===== src/rtl/clkdiv_pkg.sv =====
// Package: shared register selects for the phase-stepping divider.
// Assumes a two-bit register address; unused codes are ignored by the top.
package clkdiv_pkg;
    typedef enum logic [1:0] {
        SEL_DIVIDE = 2'd0,
        SEL_STEP   = 2'd1,
        SEL_HALF   = 2'd2
    } reg_sel_e;
endpackage


===== src/rtl/clkdiv_counter.sv =====
// Module: period counter and rising-edge output register.
// Counts 0..N-1 (0..N when stretch_i is set for this period). The output is
// high for the first N/2 counts, so the extra cycle of a stretched period
// falls into the low phase. N is sampled only at period boundaries and is
// loaded straight from div_i while reset is held.
module clkdiv_counter #(
    parameter int DIV_W = 8
) (
    input  logic             clk_i,
    input  logic             rst_ni,
    input  logic [DIV_W-1:0] div_i,
    input  logic             stretch_i,
    output logic             wrap_o,
    output logic             div_o,
    output logic [DIV_W-1:0] n_o
);
    logic [DIV_W-1:0] cnt_q;
    logic [DIV_W-1:0] n_q;
    logic [DIV_W-1:0] last_w;
    logic [DIV_W-1:0] high_len_w;
    logic             out_q;

    // Purpose: final count of this period and length of the high phase.
    always_comb begin
        last_w     = stretch_i ? n_q : n_q - DIV_W'(1);
        high_len_w = n_q >> 1;
    end

    assign wrap_o = (cnt_q >= last_w);

    // Purpose: advance the counter, take up N at the boundary, form the output.
    always_ff @(posedge clk_i) begin
        if (!rst_ni) begin
            cnt_q <= '0;
            n_q   <= div_i;
            out_q <= 1'b0;
        end else begin
            out_q <= (cnt_q < high_len_w);
            if (wrap_o) begin
                cnt_q <= '0;
                n_q   <= div_i;
            end else begin
                cnt_q <= cnt_q + DIV_W'(1);
            end
        end
    end

    assign div_o = out_q;
    assign n_o   = n_q;
endmodule


===== src/rtl/clkdiv_step_engine.sv =====
// Module: step accumulator and stretch scheduler.
// Holds the steps still owed. At each period boundary it either schedules a
// stretched next period (when steps remain and the spacer has expired) or
// counts down the spacer. A write adds to the pending count, saturating.
module clkdiv_step_engine #(
    parameter int CNT_W  = 8,
    parameter int PEND_W = 12,
    parameter int SPACER = 3
) (
    input  logic             clk_i,
    input  logic             rst_ni,
    input  logic             wr_step_i,
    input  logic [CNT_W-1:0] steps_i,
    input  logic             wrap_i,
    output logic             stretch_o,
    output logic             busy_o
);
    localparam int GAP_W = (SPACER < 1) ? 1 : $clog2(SPACER + 1);

    logic [PEND_W-1:0] pend_q;
    logic [GAP_W-1:0]  gap_q;
    logic              stretch_q;
    logic              take_w;
    logic [PEND_W:0]   sum_w;

    // Purpose: decide whether a step is taken and form the new pending count.
    always_comb begin
        take_w = wrap_i && (pend_q != '0) && (gap_q == '0);
        sum_w  = {1'b0, pend_q} - {{PEND_W{1'b0}}, take_w};
        if (wr_step_i) begin
            sum_w = sum_w + {{(PEND_W + 1 - CNT_W){1'b0}}, steps_i};
        end
    end

    // Purpose: update pending steps, spacer countdown and stretch flag.
    always_ff @(posedge clk_i) begin
        if (!rst_ni) begin
            pend_q    <= '0;
            gap_q     <= '0;
            stretch_q <= 1'b0;
        end else begin
            pend_q <= sum_w[PEND_W] ? '1 : sum_w[PEND_W-1:0];
            if (wrap_i) begin
                stretch_q <= take_w;
                if (take_w) begin
                    gap_q <= GAP_W'(SPACER);
                end else if (gap_q != '0) begin
                    gap_q <= gap_q - GAP_W'(1);
                end
            end
        end
    end

    assign stretch_o = stretch_q;
    assign busy_o    = (pend_q != '0) || stretch_q;
endmodule


===== src/rtl/clkdiv_halfstep.sv =====
// Module: optional half-cycle retime of the divided clock.
// A falling-edge flop copies the rising-edge output. The select is taken up
// on a rising edge, where both copies are equal before the edge, so the
// switch cannot glitch; it shows at the next output transition.
module clkdiv_halfstep (
    input  logic clk_i,
    input  logic rst_ni,
    input  logic half_en_i,
    input  logic div_i,
    output logic clk_o
);
    logic fall_q;
    logic sel_q;

    // Purpose: capture the rising-edge output half a cycle later.
    always_ff @(negedge clk_i) begin
        if (!rst_ni) begin
            fall_q <= 1'b0;
        end else begin
            fall_q <= div_i;
        end
    end

    // Purpose: take up the half-step enable on a rising edge.
    always_ff @(posedge clk_i) begin
        sel_q <= half_en_i;
    end

    assign clk_o = sel_q ? fall_q : div_i;
endmodule


===== src/rtl/clkdiv_phase_step.sv =====
// Module: top of the phase-stepping clock divider.
// Decodes register writes, keeps the divide value and half-step enable
// (writable in reset, not cleared by it), and joins the counter, step
// engine and half-step stage. Both output ports share one path.
module clkdiv_phase_step #(
    parameter int DATA_W = 8,
    parameter int PEND_W = DATA_W + 4,
    parameter int SPACER = 3
) (
    input  logic              clk_i,
    input  logic              rst_ni,
    input  logic              wr_en_i,
    input  logic [1:0]        wr_addr_i,
    input  logic [DATA_W-1:0] wr_data_i,
    output logic              busy_o,
    output logic              clk_out_a_o,
    output logic              clk_out_b_o
);
    import clkdiv_pkg::*;

    localparam logic [DATA_W-1:0] DIV_MIN = DATA_W'(2);

    logic [DATA_W-1:0] div_q;
    logic              half_q;
    logic              wr_step_w;
    logic              wrap_w;
    logic              stretch_q;
    logic              div_out_w;
    logic              clk_w;
    logic [DATA_W-1:0] n_cur;

    assign wr_step_w = wr_en_i && (reg_sel_e'(wr_addr_i) == SEL_STEP);

    // Purpose: configuration registers, divide value clamped to its minimum.
    always_ff @(posedge clk_i) begin
        if (wr_en_i && (reg_sel_e'(wr_addr_i) == SEL_DIVIDE)) begin
            div_q <= (wr_data_i < DIV_MIN) ? DIV_MIN : wr_data_i;
        end
        if (wr_en_i && (reg_sel_e'(wr_addr_i) == SEL_HALF)) begin
            half_q <= wr_data_i[0];
        end
    end

    clkdiv_counter #(.DIV_W(DATA_W)) counter_i (
        .clk_i     (clk_i),
        .rst_ni    (rst_ni),
        .div_i     (div_q),
        .stretch_i (stretch_q),
        .wrap_o    (wrap_w),
        .div_o     (div_out_w),
        .n_o       (n_cur)
    );

    clkdiv_step_engine #(
        .CNT_W  (DATA_W),
        .PEND_W (PEND_W),
        .SPACER (SPACER)
    ) steps_i (
        .clk_i     (clk_i),
        .rst_ni    (rst_ni),
        .wr_step_i (wr_step_w),
        .steps_i   (wr_data_i),
        .wrap_i    (wrap_w),
        .stretch_o (stretch_q),
        .busy_o    (busy_o)
    );

    clkdiv_halfstep half_i (
        .clk_i     (clk_i),
        .rst_ni    (rst_ni),
        .half_en_i (half_q),
        .div_i     (div_out_w),
        .clk_o     (clk_w)
    );

    assign clk_out_a_o = clk_w;
    assign clk_out_b_o = clk_w;
endmodule


===== config.mk =====
export PLATFORM = sky130hd
export DESIGN_NAME = clkdiv_phase_step
export DESIGN_NICKNAME = d
export VERILOG_FILES = /design/src/rtl/clkdiv_pkg.sv /design/src/rtl/clkdiv_counter.sv /design/src/rtl/clkdiv_step_engine.sv /design/src/rtl/clkdiv_halfstep.sv /design/src/rtl/clkdiv_phase_step.sv
export SDC_FILE = /design/constraint.sdc
export NUM_CORES = 1
export LEC_CHECK = 0
export BUFFER_PORTS_ARGS = -buffer_cell sky130_fd_sc_hd__buf_2
export CAP_MARGIN = 20
export CORE_MARGIN = 2
export CORE_UTILIZATION = 50
export DETAILED_ROUTE_END_ITERATION = 12
export GPL_TIMING_DRIVEN = 0
export HOLD_SLACK_MARGIN = 0.15
export PLACE_DENSITY = 0.67
export SLEW_MARGIN = 20
export SYNTH_ARGS = -nofsm -noshare
export SYNTH_HDL_FRONTEND = slang
export SYNTH_SLANG_ARGS = --single-unit

===== constraint.sdc =====
create_clock -name clk_i -period 6 [get_ports clk_i]
set_input_delay 0.6 -clock clk_i [delete_from_list [all_inputs] [get_ports clk_i]]
set_output_delay 0.6 -clock clk_i [all_outputs]
set_load 0.03 [all_outputs]

==> flow_summary.ini <==
[yosys]
synth.distinct_cells = 46
synth-edff-count = 17
ys_warn_count = 0
async_flop_share_pct = 0
ys_ff_latch = 43
netlist_area_um2 = 2770
ys_top_cells_by_area = dfxtp_1 19%, edfxtp_1 18%, ha_1 13%
ys_top_cells_by_count = 28 x ha_1, 26 x dfxtp_1, 26 x nor2_1
yosysMostFrequentCell = ha_1
avgSynthCellArea_um2 = 9.37
synth_top_cell_area_share_pct = 18.8
synth_top_cell_by_area = dfxtp_1
synth_cells = 296
seq_area_frac_synth_pct = 37.2
syn-num-nets = 338
synth_flop_cell = dfxtp_1

[drt]
first_pass_iters = 4
drc_errors = 0
ant_nets = 0
drtIter0Drc = 86
vias = 2131
routed_wl_um = 5510
routed_via_density = 5.46
wl_per_cell_um = 14.1

[setup_path]
worst_r2r_endpoint = steps_i.pend_q[6]
arrival_ps = 5640
startpoint_type = flip-flop
r2r_setup_slack_ps = 540
rr_startpoint = steps_i.stretch_o
cp.required_ps = 6190
reg2regPathDepth = 22
crit_path_max_fanout = 10
crit_type = reg -> reg
cp-end-kind = flip-flop

[floorplan]
start_util_pct = 51.0
dieWidth_um = 78.5
fp.dieH_um = 78.5
die_area_um2 = 6160
io_pins = 16
rows = 27
core_area_um2 = 5440

[timing]
hold_viol = 0
period_share_pct = 90.9
clock_skew_ps = 45.5
maxSlewHeadroom_pct = 51.1
grt_setup_unrepaired = no
slew_viol_final = 0
fin_setup_tns_ps = 0
tightest_slew_ps = 732
layout_min_cycle_time_ps = 5460
setup_slack_ps = 544
setup_viol = 0
fmax_mhz = 183

[placement]
dp.final_hpwl_um = 4140
pre_cts_ws_ps = 469
io_buffers = 14
placed_cell_area_um2 = 2930
gp_congestion = 0.788

[min_path]
holdCritPathClass = reg -> reg
holdPathStages = 0
whs_endpoint = half_i.sel_q
hp-start = half_q

[grt]
grt_overflow_total = 0
grt_max_degree = 17
track_usage_pct = 19.9
antenna_found_initial = 0
grt_pass1_vias = 2076
grt_pass1_wl_um = 9690

[clock_tree]
cts_sinks = 43
cts_tree = yes
cts_buffer_depth = 2
clock_latency_ps = 350
ctsResizeCount = 0
clock_tree.root_cell = clkbuf_8
ctsHoldBuffers = 0
clk_pin_slew_ps = 90
cts-htree-levels = 2
post_cts_buffers = 0
cts_made_buffers = 5

[job]
cap_violations = 0

[pwr]
power_mw = 0.680
vdd_ir_drop_max_mv = 0.127
p_leak_nw = 1.42
p_per_area_nw_per_um2 = 222

[layout]
area_delta_synth_final_pct = 10.4
fillers = 509
drive_gt1_share_pct = 10.1
regArea_um2 = 1030
diodes = 0
fin_nets = 359
multiInputGateArea_um2 = 1610
final_cell_area_um2 = 3060

[outcome]
outcome = finished, final reports clean
## critical path: stages (launching register included)
cell      delay, ps
dfxtp_1         300
clkbuf_1        210
nor4_2          410
nand3_1         140
xnor2_1         150
ha_1            300
and3_1          190
and3_1          190
a21oi_1         120
a21oi_1         220
ha_1            230
ha_1            180
or3b_2          440
clkbuf_1        220
xnor2_1         210
ha_1            380
o211ai_1        110
a21oi_1         230
o211ai_1        230
a211oi_2        280
xnor2_1         140
buf_6           160
o31a_1          280
## flip-flops by register name (all words and copies together), names as in the netlist
| signal | flops |
|---|---|
| counter_i.cnt_q | 8 |
| half_i.sel_q | 1 |
| steps_i.stretch_o | 1 |
| counter_i.div_o | 1 |
| steps_i.pend_q | 12 |
| half_q | 1 |
| half_i.fall_q | 1 |
| div_q | 8 |
| steps_i.gap_q | 2 |
| counter_i.n_o | 8 |
## where the power goes
| group | internal (mW) | switching [mW] |
|---|---|---|
| Sequential | 0.317 | 0.0105 |
| Clock | 0.127 | 0.111 |
| Combinational | 0.0495 | 0.0647 |
| Total | 0.494 | 0.187 |
## cell families (layout without fill, tap and decap cells)
logic type / after synthesis / after routing / share of synthesized area (%)
flops: 43 / 43 / 37.2
mux: 2 / 2 / 0.812
compound gates: 66 / 66 / 16.5
buf+inv: 36 / 58 / 5.32
simple gates: 88 / 88 / 16.7
xor+xnor: 32 / 32 / 10.1
fa+ha+maj: 29 / 29 / 13.4
## cells in the final DEF (no fill, tap or decap), drive strengths merged, types with 5 or more instances in the layout
cell    count
a21o       11
a21oi      19
and3        5
buf        17
clkbuf     17
dfxtp      26
edfxtp     17
ha         28
inv        22
nand2       8
nand2b      5
nand3      13
nor2       26
nor3        7
o21a       13
xnor2      15
xor2       17
## per-layer routing
metal  track usage [%]  share of wire [%]  up-vias
met5                 0                  0        -
met4              5.26               0.69        0
met3              3.45                4.4        2
met2              31.0                 45       43
met1              28.5                 50      996
li1                  -                  -     1090
## cell type report
class / count / area share, %
clock buffers: 5 / 2.25
flip-flops and latches: 43 / 33.7
multi-input cells: 217 / 52.5
inverters: 20 / 2.45
well taps: 72 / 2.94
plain buffers: 15 / 2.25
repair buffers: 14 / 2.29
clock inverters: 4 / 1.68
## worst max path at each step
| stage | start | to | slack [ps] | cells past startpoint |
|---|---|---|---|---|
| after global placement | steps_i.stretch_o | steps_i.pend_q[6] | 530 | 22 |
| after detailed placement | steps_i.stretch_o | steps_i.pend_q[6] | 470 | 22 |
| after global routing | steps_i.stretch_o | steps_i.pend_q[6] | 30 | 22 |
| final | steps_i.stretch_o | steps_i.pend_q[6] | 540 | 22 |
| after floorplan | steps_i.stretch_o | steps_i.pend_q[6] | 1170 | 22 |
| after CTS | steps_i.stretch_o | steps_i.pend_q[6] | 430 | 22 |
## per-stage QoR
step / cells / util (%) / hold slack (ps)
after floorplan: 296 / - / 323
after global placement: 382 / 53.9 / 327
after detailed placement: 382 / 53.9 / 350
after CTS: 390 / 56.1 / 382
after global routing: 390 / 56.3 / 391
final: 390 / 56.3 / 374
No activity file was read; power rests on OpenSTA's default activity.
